<file path="config.mk">
export PLATFORM = sky130hd
export DESIGN_NAME = flen_adjust
export DESIGN_NICKNAME = d
export VERILOG_FILES = /design/src/rtl/flen_pkg.sv /design/src/rtl/flen_keep_count.sv /design/src/rtl/flen_lane_mask.sv /design/src/rtl/flen_stat_slot.sv /design/src/rtl/flen_adjust.sv
export SDC_FILE = /design/constraint.sdc
export NUM_CORES = 1
export LEC_CHECK = 0
export BUFFER_PORTS_ARGS = -buffer_cell sky130_fd_sc_hd__buf_2
export CAP_MARGIN = 10
export CORE_ASPECT_RATIO = 0.75
export CORE_UTILIZATION = 40
export CTS_CLUSTER_DIAMETER = 80
export DETAILED_ROUTE_END_ITERATION = 8
export GPL_ROUTABILITY_DRIVEN = 0
export PLACE_DENSITY = 0.69
export SLEW_MARGIN = 5
export SYNTH_ARGS = -nofsm -noshare
export SYNTH_HDL_FRONTEND = slang
export SYNTH_SLANG_ARGS = --single-unit
</file>
<file path="constraint.sdc">
create_clock -name clk -period 5.4 [get_ports clk]
set_clock_uncertainty 0.05 [all_clocks]
set_input_delay 0.54 -clock clk [delete_from_list [all_inputs] [get_ports clk]]
set_output_delay 0.54 -clock clk [all_outputs]
set_load 0.01 [all_outputs]
</file>
<file path="src/rtl/flen_pkg.sv">
package flen_pkg;
   typedef enum logic [1:0] {
      ST_PASS = 2'd0,
      ST_DROP = 2'd1,
      ST_PAD  = 2'd2
   } flen_state_e;
endpackage

</file>
<file path="src/rtl/flen_keep_count.sv">
module flen_keep_count #(
   parameter int KEEP_W = 2,
   localparam int CNT_W = $clog2(KEEP_W + 1)
) (
   input  logic [KEEP_W-1:0] keep,
   output logic [CNT_W-1:0]  count
);
   always_comb begin
      count = '0;
      for (int i = 0; i < KEEP_W; i++)
         count = count + CNT_W'(keep[i]);
   end
endmodule

</file>
<file path="src/rtl/flen_lane_mask.sv">
module flen_lane_mask #(
   parameter int KEEP_W = 2,
   parameter int LEN_W  = 16
) (
   input  logic [LEN_W-1:0]  base,
   input  logic [LEN_W-1:0]  limit,
   output logic [KEEP_W-1:0] mask
);
   for (genvar g = 0; g < KEEP_W; g++) begin : g_lane
      assign mask[g] = ({1'b0, base} + (LEN_W+1)'(g)) < {1'b0, limit};
   end
endmodule

</file>
<file path="src/rtl/flen_stat_slot.sv">
module flen_stat_slot #(
   parameter int LEN_W = 16
) (
   input  logic             clk,
   input  logic             rst_n,
   input  logic             load,
   input  logic [LEN_W-1:0] in_len,
   input  logic [LEN_W-1:0] out_len,
   input  logic             trunc,
   input  logic             pad,
   input  logic             take,
   output logic             valid,
   output logic [LEN_W-1:0] q_in_len,
   output logic [LEN_W-1:0] q_out_len,
   output logic             q_trunc,
   output logic             q_pad
);
   always_ff @(posedge clk or negedge rst_n) begin
      if (!rst_n) begin
         valid     <= 1'b0;
         q_in_len  <= '0;
         q_out_len <= '0;
         q_trunc   <= 1'b0;
         q_pad     <= 1'b0;
      end else if (load) begin
         valid     <= 1'b1;
         q_in_len  <= in_len;
         q_out_len <= out_len;
         q_trunc   <= trunc;
         q_pad     <= pad;
      end else if (take) begin
         valid     <= 1'b0;
      end
   end
endmodule

</file>
<file path="src/rtl/flen_adjust.sv">
module flen_adjust #(
   parameter int DATA_W = 16,
   parameter int LEN_W  = 16,
   parameter int ID_W   = 4,
   parameter int DEST_W = 4,
   parameter int USER_W = 1,
   parameter logic [USER_W-1:0] BAD_VAL  = 1,
   parameter logic [USER_W-1:0] BAD_MASK = 1,
   localparam int KEEP_W = DATA_W / 8,
   localparam int CNT_W  = $clog2(KEEP_W + 1)
) (
   input  logic              clk,
   input  logic              rst_n,
   input  logic [LEN_W-1:0]  cfg_min_len,
   input  logic [LEN_W-1:0]  cfg_max_len,
   input  logic [DATA_W-1:0] s_tdata,
   input  logic [KEEP_W-1:0] s_tkeep,
   input  logic              s_tvalid,
   output logic              s_tready,
   input  logic              s_tlast,
   input  logic [ID_W-1:0]   s_tid,
   input  logic [DEST_W-1:0] s_tdest,
   input  logic [USER_W-1:0] s_tuser,
   output logic [DATA_W-1:0] m_tdata,
   output logic [KEEP_W-1:0] m_tkeep,
   output logic              m_tvalid,
   input  logic              m_tready,
   output logic              m_tlast,
   output logic [ID_W-1:0]   m_tid,
   output logic [DEST_W-1:0] m_tdest,
   output logic [USER_W-1:0] m_tuser,
   output logic              st_valid,
   input  logic              st_ready,
   output logic [LEN_W-1:0]  st_in_len,
   output logic [LEN_W-1:0]  st_out_len,
   output logic              st_trunc,
   output logic              st_pad
);
   import flen_pkg::*;

   if (DATA_W % 8 != 0 || DATA_W < 8) begin : g_bad_width
      $error("flen_adjust: DATA_W must be a positive multiple of 8");
   end
   if (LEN_W < CNT_W + 1) begin : g_bad_len
      $error("flen_adjust: LEN_W too small for the lane count");
   end

   flen_state_e      state_q;
   logic [LEN_W-1:0] cnt_in_q, cnt_out_q, min_q, max_q;
   logic             first_q, bad_q;
   logic [ID_W-1:0]   id_q;
   logic [DEST_W-1:0] dest_q;
   logic [USER_W-1:0] user_q;

   logic [CNT_W-1:0]  nb;
   logic [LEN_W-1:0]  eff_min, eff_max;
   logic [LEN_W:0]    new_len;
   logic [KEEP_W-1:0] mask_min, mask_max;
   logic              beat_bad, cut, padneed, pad_done_here, pad_last;
   logic              stat_busy, ends, hold, s_fire, m_fire;
   logic              ld, ld_tr, ld_pd;
   logic [LEN_W-1:0]  ld_in, ld_out;

   flen_keep_count #(.KEEP_W(KEEP_W)) i_cnt (.keep(s_tkeep), .count(nb));

   flen_lane_mask #(.KEEP_W(KEEP_W), .LEN_W(LEN_W)) i_mask_min (
      .base(cnt_out_q), .limit(eff_min), .mask(mask_min));
   flen_lane_mask #(.KEEP_W(KEEP_W), .LEN_W(LEN_W)) i_mask_max (
      .base(cnt_out_q), .limit(eff_max), .mask(mask_max));

   flen_stat_slot #(.LEN_W(LEN_W)) i_stat (
      .clk(clk), .rst_n(rst_n), .load(ld), .in_len(ld_in), .out_len(ld_out),
      .trunc(ld_tr), .pad(ld_pd), .take(st_ready), .valid(st_valid),
      .q_in_len(st_in_len), .q_out_len(st_out_len), .q_trunc(st_trunc),
      .q_pad(st_pad));

   if (BAD_MASK == '0) begin : g_no_bad
      assign beat_bad = 1'b0;
   end else begin : g_bad
      assign beat_bad = ((s_tuser ^ BAD_VAL) & BAD_MASK) == '0;
   end

   assign eff_min       = first_q ? cfg_min_len : min_q;
   assign eff_max       = first_q ? cfg_max_len : max_q;
   assign new_len       = {1'b0, cnt_out_q} + (LEN_W+1)'(nb);
   assign cut           = (new_len > {1'b0, eff_max}) ||
                          (new_len == {1'b0, eff_max} && !s_tlast);
   assign padneed       = s_tlast && !cut && (new_len < {1'b0, eff_min});
   assign pad_done_here = ({1'b0, cnt_out_q} + (LEN_W+1)'(KEEP_W)) >= {1'b0, eff_min};
   assign pad_last      = pad_done_here;
   assign stat_busy     = st_valid && !st_ready;
   assign s_fire        = s_tvalid && s_tready;
   assign m_fire        = m_tvalid && m_tready;

   always_comb begin
      ends     = 1'b0;
      hold     = 1'b0;
      s_tready = 1'b0;
      m_tvalid = 1'b0;
      m_tdata  = s_tdata;
      m_tkeep  = s_tkeep;
      m_tlast  = s_tlast;
      m_tid    = s_tid;
      m_tdest  = s_tdest;
      m_tuser  = s_tuser;
      ld       = 1'b0;
      ld_in    = new_len[LEN_W-1:0];
      ld_out   = new_len[LEN_W-1:0];
      ld_tr    = 1'b0;
      ld_pd    = 1'b0;
      case (state_q)
         ST_PASS: begin
            ends     = s_tlast && !(padneed && !pad_done_here);
            hold     = ends && stat_busy;
            m_tvalid = s_tvalid && !hold;
            s_tready = m_tready && !hold;
            m_tlast  = cut || ends;
            if (cut) begin
               m_tkeep = s_tkeep & mask_max;
               if (bad_q || beat_bad)
                  m_tuser = (s_tuser & ~BAD_MASK) | (BAD_VAL & BAD_MASK);
            end else if (padneed) begin
               m_tkeep = s_tkeep | mask_min;
               for (int i = 0; i < KEEP_W; i++)
                  if (!s_tkeep[i]) m_tdata[8*i +: 8] = 8'h00;
            end
            ld     = s_fire && ends;
            ld_out = cut ? eff_max : (padneed ? eff_min : new_len[LEN_W-1:0]);
            ld_tr  = cut;
            ld_pd  = padneed;
         end
         ST_DROP: begin
            s_tready = !(s_tlast && stat_busy);
            ld       = s_fire && s_tlast;
            ld_in    = cnt_in_q + LEN_W'(nb);
            ld_out   = cnt_out_q;
            ld_tr    = 1'b1;
         end
         default: begin
            m_tvalid = !(pad_last && stat_busy);
            m_tdata  = '0;
            m_tkeep  = mask_min;
            m_tlast  = pad_last;
            m_tid    = id_q;
            m_tdest  = dest_q;
            m_tuser  = user_q;
            ld       = m_fire && pad_last;
            ld_in    = cnt_in_q;
            ld_out   = min_q;
            ld_pd    = 1'b1;
         end
      endcase
   end

   always_ff @(posedge clk or negedge rst_n) begin
      if (!rst_n) begin
         state_q   <= ST_PASS;
         cnt_in_q  <= '0;
         cnt_out_q <= '0;
         min_q     <= '0;
         max_q     <= '0;
         first_q   <= 1'b1;
         bad_q     <= 1'b0;
         id_q      <= '0;
         dest_q    <= '0;
         user_q    <= '0;
      end else if (ld) begin
         state_q   <= ST_PASS;
         cnt_in_q  <= '0;
         cnt_out_q <= '0;
         first_q   <= 1'b1;
         bad_q     <= 1'b0;
      end else begin
         case (state_q)
            ST_PASS: if (s_fire) begin
               first_q <= 1'b0;
               if (first_q) begin
                  min_q <= cfg_min_len;
                  max_q <= cfg_max_len;
               end
               bad_q    <= bad_q || beat_bad;
               cnt_in_q <= new_len[LEN_W-1:0];
               if (cut) begin
                  cnt_out_q <= eff_max;
                  state_q   <= ST_DROP;
               end else if (padneed) begin
                  cnt_out_q <= cnt_out_q + LEN_W'(KEEP_W);
                  id_q      <= s_tid;
                  dest_q    <= s_tdest;
                  user_q    <= s_tuser;
                  state_q   <= ST_PAD;
               end else begin
                  cnt_out_q <= new_len[LEN_W-1:0];
               end
            end
            ST_DROP: if (s_fire) cnt_in_q <= cnt_in_q + LEN_W'(nb);
            default: if (m_fire) cnt_out_q <= cnt_out_q + LEN_W'(KEEP_W);
         endcase
      end
   end
endmodule

</file>
======== Word-level counts from Yosys, hierarchy flattened ========
Cells that the tools add are included.
storage, ports and cells
  input port bits ......................... 65
  RAM bits ................................ 0
  register bits ........................... 112
  latch bits .............................. 0
  bits in read-only memories .............. 0
  memories kept ........................... 0
cells by class
  shift-type cells ........................ 0
  muxes and demuxes ....................... 48
  eq/ne operators ......................... 5
  bitwise logic cells ..................... 4
  divide/modulo/power cells ............... 0
  reduce and logical (&&, ||, !) cells .... 41
  magnitude comparators ................... 7
  multiply operators ...................... 0
  add/sub/neg operators ................... 6
operator list
  kind                                                    number
  two-way mux 16 bit                                      14
  one-hot mux 16 bit (2 select lines)                     5
  < comparator 17 x 16 -> 1 bit                           3
  < comparator 16 bit                                     2
  adder 16 x 1 -> 17 bit (second input constant)          1
  adder 16 x 2 -> 17 bit                                  1
  adder 16 x 2 -> 17 bit (second input constant)          1
  == test 17 x 16 -> 1 bit                                1
  >= comparator 17 x 16 -> 1 bit                          1
  greater-than comparator 17 x 16 -> 1 bit                1
  adder 16 x 2 -> 16 bit                                  1
  adder 16 x 2 -> 16 bit (second input constant)          1
  logical AND 1 bit                                       16
  two-way mux 8 bit                                       2
  two-way mux 2 bit                                       7
  one-hot mux 1 bit (2 select lines)                      7
  AND reduction 3 bit                                     4
  two-way mux 1 bit                                       10
  nonzero test 3 bit                                      3
  logical NOT 1 bit                                       8
  two-way mux 4 bit                                       2
  inequality test 3 x 2 -> 1 bit (second input constant)  2
  nonzero test 2 bit                                      3
  AND reduction 5 bit                                     1
  other kinds (11)                                        14

======== Depth between registers and ports, before layout ========
  depth after elaboration ................. 20
  gate-level depth with buffers ........... 20
  depth with buffers taken out ............ 17

======== Hierarchy ========
A second synthesis with hierarchy kept.
unflattened totals
  cell total of the unflattened synthesis .. 1250
  area total of the unflattened synthesis .. 10667.7 sq um
by module, submodules not included
  module                        instances  cells an instance  area each (sq um)
  flen_adjust                   1          921                7300.8
  flen_stat_slot                1          75                 1450.1
  flen_lane_mask at i_mask_min  1          125                957.2
  flen_lane_mask at i_mask_max  1          128                947.2
  flen_keep_count               1          1                  12.5

======== Worst setup path after synthesis ========
Ideal clock, no wire load.
  path kind ............................... input to output
  start point ............................. input s_tkeep[0]
  end point ............................... output m_tuser
  data required time ...................... 4.810 ns
  arrival ................................. 4.306 ns
  cell stages on the path ................. 16
  path slack .............................. 0.504 ns
  path through ............................ ha_1 ha_1 ha_1 a21oi_1 nand2b_1 nor2_1 xor2_1 ha_1 and4_1 a2111o_1 a211oi_1 a21o_1 clkbuf_1 clkbuf_1 nor2_1 a221o_1
on the way
  cells in the longest elaborated chain, start to end .. 7
RTL lines
  what                                                                              line                   text
  start, declared                                                                   flen_adjust.sv:17      input logic [KEEP_W-1:0] s_tkeep,
  adder 1 x 1 -> 2 bit *                                                            flen_keep_count.sv:11  count = count + CNT_W'(keep[i]);
  adder 16 x 2 -> 17 bit *                                                          flen_adjust.sv:85      assign new_len = {1'b0, cnt_out_q} + (LEN_W+1)'(nb);
  branches (longest 2 deep; another with greater-than comparator 17 x 16 -> 1 bit)  --
  logical OR 1 bit *                                                                flen_adjust.sv:86      assign cut = (new_len > {1'b0, eff_max}) ||
  two-way mux 1 bit *                                                               flen_adjust.sv:118     if (cut) begin
  one-hot mux 1 bit (2 select lines) *                                              flen_adjust.sv:111     case (state_q)
  end, declared                                                                     flen_adjust.sv:31      output logic [USER_W-1:0] m_tuser,
Every way passes the cells marked *.

======== Final worst setup path ========
  start point ............................. input s_tkeep[1]
  end point ............................... output m_tkeep[1]
on the way
  cells in the longest elaborated chain, start to end .. 11
RTL lines
  what                                                             line                text
  branches (longest 10 deep; another with adder 16 x 2 -> 17 bit)  --
  one-hot mux 2 bit (2 select lines) *                             flen_adjust.sv:111
  end, declared                                                    flen_adjust.sv:25   output logic [KEEP_W-1:0] m_tkeep,
Marks and branches as above.

==> impl_table.tex <==
\begin{tabular}{lr}
\hline
Metric & Value \\
\hline
\multicolumn{2}{l}{\textbf{Status}} \\
\quad Result of the run & finished, final reports clean \\
\multicolumn{2}{l}{\textbf{Yosys}} \\
\quad Share of synthesized registers carrying an async set or reset & 100.0\% \\
\quad Fraction of post-synthesis cell area in the top cell type by area & 28.19\% \\
\quad Distinct cell type count of the synthesized netlist & 67 \\
\quad Sequential-to-total area share from yosys stat & 28.46\% \\
\quad YS warnings & 0 \\
\quad Total nets after synthesis & 1316 \\
\quad Number of enable flip-flop cells after synthesis & 0 \\
\quad Post-synth top flop & dfrtp\_1 \\
\quad Mean instance size in the synthesized netlist & 8.681 um\^{}2 \\
\quad Synth area leaders & dfrtp\_1 (28\%), ha\_1 (15\%), mux2\_2 (7.4\%) \\
\quad Total standard cell area after synthesis & 9853 um\^{}2 \\
\quad Seq cells post-synth & 112 \\
\quad Post-synthesis cell count & 1135 \\
\quad Cell taking the most area after synthesis & dfrtp\_1 \\
\multicolumn{2}{l}{\textbf{Final layout}} \\
\quad Flip-flop and latch area & 2805 um\^{}2 \\
\quad Nets@finish & 1451 \\
\quad Layout area overhead & 17.73\% \\
\quad Most common library cell in the layout ignoring fill and taps & buf\_2 \\
\quad Layout cell share with drive strength beyond 1 & 25.33\% \\
\quad Highest-count cells in the layout ignoring fill and taps & buf\_2 (128), nor2\_1 (116), ha\_1 (116) \\
\quad Area of the multi-input gates & 6650 um\^{}2 \\
\quad Fill cell count & 2315 \\
\quad Post-layout util & 48.14\% \\
\multicolumn{2}{l}{\textbf{Worst setup path}} \\
\quad Signal arrival time at the worst endpoint & 4.66 ns \\
\quad Max Fanout on Critical Path & 6 \\
\quad Cell with the biggest individual delay on the critical path & nor4\_2 \\
\quad WP buf/inv & 3 \\
\quad Most frequent cell on the critical path & ha\_1 \\
\quad Type of element capturing the critical path & output port \\
\quad Dominant delay contributor by cell family on the critical path & simple AND/OR/NAND/NOR gates \\
\quad Critical path startpoint category & primary input \\
\quad Critical path, cell by cell & buf\_2 > ha\_1 > ha\_1 > ha\_1 > a21oi\_2 > nand2b\_2 > nor2\_1 > xor2\_1 > buf\_4 > ha\_1 > nand4\_1 > nor4\_2 > o41a\_1 > a2111oi\_2 > o211ai\_1 > nor2\_1 > nor2\_2 > nor3\_1 > a211o\_1 > buf\_2 \\
\quad Data required, critical path & 4.81 ns \\
\quad Longest individual stage delay on the worst path & 0.34 ns \\
\quad Startpoint-to-endpoint class of the critical path & in -> out \\
\multicolumn{2}{l}{\textbf{Clock network}} \\
\quad Number of buffers on the longest clock path & 2 \\
\quad Number of clock buffers inserted by TritonCTS & 9 \\
\quad Clk\_lat worst skew & 0.38 ns \\
\quad H-tree depth reported by CTS & 3 \\
\quad Clock sinks & 112 \\
\quad CTS tree & done \\
\quad CTS clk-pin slew, worst paths & 0.08 ns \\
\quad Root cell of the clock tree & clkbuf\_16 \\
\multicolumn{2}{l}{\textbf{Routing}} \\
\quad Antenna Violating Nets Remaining & 0 \\
\quad Number of vias per cell & 5.997 \\
\quad Sum of routed wire length over all layers & 33040 um \\
\quad Number of detailed-routing iterations run before antenna repair & 5 \\
\quad Routed length per instance & 20.56 um \\
\quad Total via count after detailed routing & 9637 \\
\quad First-iteration detailed-routing DRC count & 939 \\
\quad Residual DRC & 0 \\
\multicolumn{2}{l}{\textbf{Global routing}} \\
\quad Number of antenna violations at the first check in global routing & 3 \\
\quad GRT Residual Overflow & 0 \\
\quad Global routing usage summed across all routing layers & 26.12\% \\
\quad First-pass GRT wire length & 49720 um \\
\quad Largest net degree at the start of global routing & 59 \\
\quad Vias in the first global route & 8763 \\
\multicolumn{2}{l}{\textbf{Hold path}} \\
\quad Tightest Hold Check Type & in -> reg \\
\multicolumn{2}{l}{\textbf{Timing}} \\
\quad Setup-failing EPs final & 0 \\
\quad Slew at the pin closest to its max-slew limit & 0.8226 ns \\
\quad Hold violation total from the final report & 0 \\
\quad Count of pins over their slew limit & 0 \\
\quad Worst Hold Slack & 0.3576 ns \\
\quad Portion of the clock cycle consumed by the worst path in the final layout & 97.13\% \\
\quad Time the worst path needs with I/O delays and setup & 5.245 ns \\
\quad Max\_slew headroom & 44.95\% \\
\quad Peak Freq & 190.7 MHz \\
\multicolumn{2}{l}{\textbf{Power}} \\
\quad Max VDD drop & 0.0003607 V \\
\quad Cell area power density & 702.9 nW/um\^{}2 \\
\quad Leakage & 5.542 nW \\
\multicolumn{2}{l}{\textbf{Die}} \\
\quad Die X & 183.2 um \\
\quad Total number of placement rows & 49 \\
\quad Core outline area & 24090 um\^{}2 \\
\quad Area of the die & 25270 um\^{}2 \\
\quad Count of boundary I/O pins & 130 \\
\quad Effective utilization at floorplan & 40.89\% \\
\quad Die Y-Extent & 137.9 um \\
\multicolumn{2}{l}{\textbf{Job}} \\
\quad Max capacitance violation total & 0 \\
\multicolumn{2}{l}{\textbf{Placed design}} \\
\quad Port Buffer Count & 129 \\
\quad Final HPWL DP & 24760 um \\
\hline
\end{tabular}
==> cells by family (layout without fill, tap and decap cells) <==
| group | after synthesis | count (layout) | synth area share, % |
|---|---|---|---|
| XOR/XNOR | 45 | 45 | 4.000 |
| AND/OR/NAND/NOR | 331 | 331 | 16.17 |
| AO/OA/AOI/OAI | 317 | 317 | 20.85 |
| buffers and inverters | 121 | 261 | 5.016 |
| adder cells (fa/ha/maj) | 116 | 116 | 14.73 |
| flip-flops | 112 | 112 | 28.46 |
| other | 0 | 1 | 0 |
| multiplexers | 93 | 93 | 10.78 |
==> per-stage QoR <==
| stage | TNS [ns] | setup slack (ns) | power (W) | instances | area [um^2] |
|---|---|---|---|---|---|
| after floorplan | 0 | 0.5038 | 0.005230 | 1135 | 9853 |
| final | 0 | 0.1549 | 0.008153 | 1607 | 11600 |
| after global routing | -0.05456 | -0.02794 | 0.008760 | 1606 | 11600 |
| after CTS | 0 | 0.01542 | 0.007916 | 1598 | 11460 |
| after global placement | 0 | 0.001688 | 0.006990 | 1581 | 11130 |
| after detailed placement | -0.1188 | -0.1013 | 0.007154 | 1581 | 11130 |
==> metal layers <==
layer	share of wire, %	vias to the layer above	track usage (%)	routed length, um
met5	0.036	-	0	12
met4	2.9	2	8.565	967
met3	12	76	8.088	4038
met2	40	568	36.71	13130
met1	45	4564	37.53	14890
li1	-	4427	-	-
==> layout make-up <==
cell class / count / area share (%)
well taps: 331 / 3.570
repair buffers: 201 / 10.81
clock buffers: 10 / 2.060
clock inverters: 6 / 0.6040
diodes: 1 / 0.02157
multi-input cells: 902 / 57.33
inverters: 44 / 1.424
flip-flops and latches: 112 / 24.18
==> report_power, final <==
group | total [W] | internal, W | switching, W
sequential | 0.00166 | 0.00124 | 0.000424
combinational | 0.00577 | 0.00239 | 0.00338
clock | 0.000717 | 0.000343 | 0.000374
==> worst reg2reg max path, cell delays in order (launching register included) <==
cell       delay, ns
dfrtp_1         0.50
xor2_2          0.19
a22o_1          0.18
nand4_1         0.10
buf_4           0.20
nor3_1          0.24
xor2_1          0.36
ha_1            0.32
nand3_1         0.17
nor4_2          0.08
o41a_1          0.15
a2111oi_2       0.36
o211ai_1        0.22
buf_4           0.19
or3_1           0.42
nand2_1         0.15
and3_1          0.22
buf_12          0.25
mux2_2          0.38
==> flip-flops by register name, indices dropped and copies added (netlist names), 2 cells and up <==
| name | count |
|---|---|
| max_q | 16 |
| state_q | 2 |
| i_stat.q_in_len | 16 |
| min_q | 16 |
| dest_q | 4 |
| cnt_in_q | 16 |
| cnt_out_q | 16 |
| id_q | 4 |
| i_stat.q_out_len | 16 |
==> cells in the mapped netlist, drive strengths merged, types with 21 or more instances <==
| cell | n |
|---|---|
| o22ai | 21 |
| mux2 | 75 |
| xor2 | 25 |
| nand2 | 54 |
| nor2 | 119 |
| and3 | 28 |
| ha | 116 |
| buf | 25 |
| a21oi | 92 |
| nand3 | 27 |
| inv | 44 |
| clkbuf | 52 |
| dfrtp | 111 |
| nor3 | 24 |
| and2 | 21 |
| o21ai | 73 |
==> worst paths after layout <==
| check | startpoint | endpoint | slack [ns] | cells past startpoint |
|---|---|---|---|---|
| worst max-delay path | s_tkeep[1] | m_tkeep[1] | 0.15 | 20 |
| worst min-delay path | s_tdest[0] | dest_q[0]$_DFFE_PN0P_ | 0.36 | 2 |
| worst max register to register | cnt_out_q[1]$_DFFE_PN0P_ | min_q[8]$_DFFE_PN0P_ | 0.56 | 18 |
| worst min register to register | i_stat.q_out_len[13]$_DFFE_PN0P_ | i_stat.q_out_len[13]$_DFFE_PN0P_ | 0.44 | 1 |
| max in group asynchronous | rst_n | state_q[1]$_DFFE_PN0P_ | 3.80 | 3 |
| min in group asynchronous | rst_n | id_q[2]$_DFFE_PN0P_ | 0.49 | 2 |
==> timing repair <==
action                                  CTS  global route
hold endpoints to repair                  8             0
hold buffers                              1             0
gates resized for setup                   3            14
endpoints found under the setup margin    2            23
pin swaps                                 0             7
buffers inserted                          0             8
No activity file was read; power rests on OpenSTA's default activity.
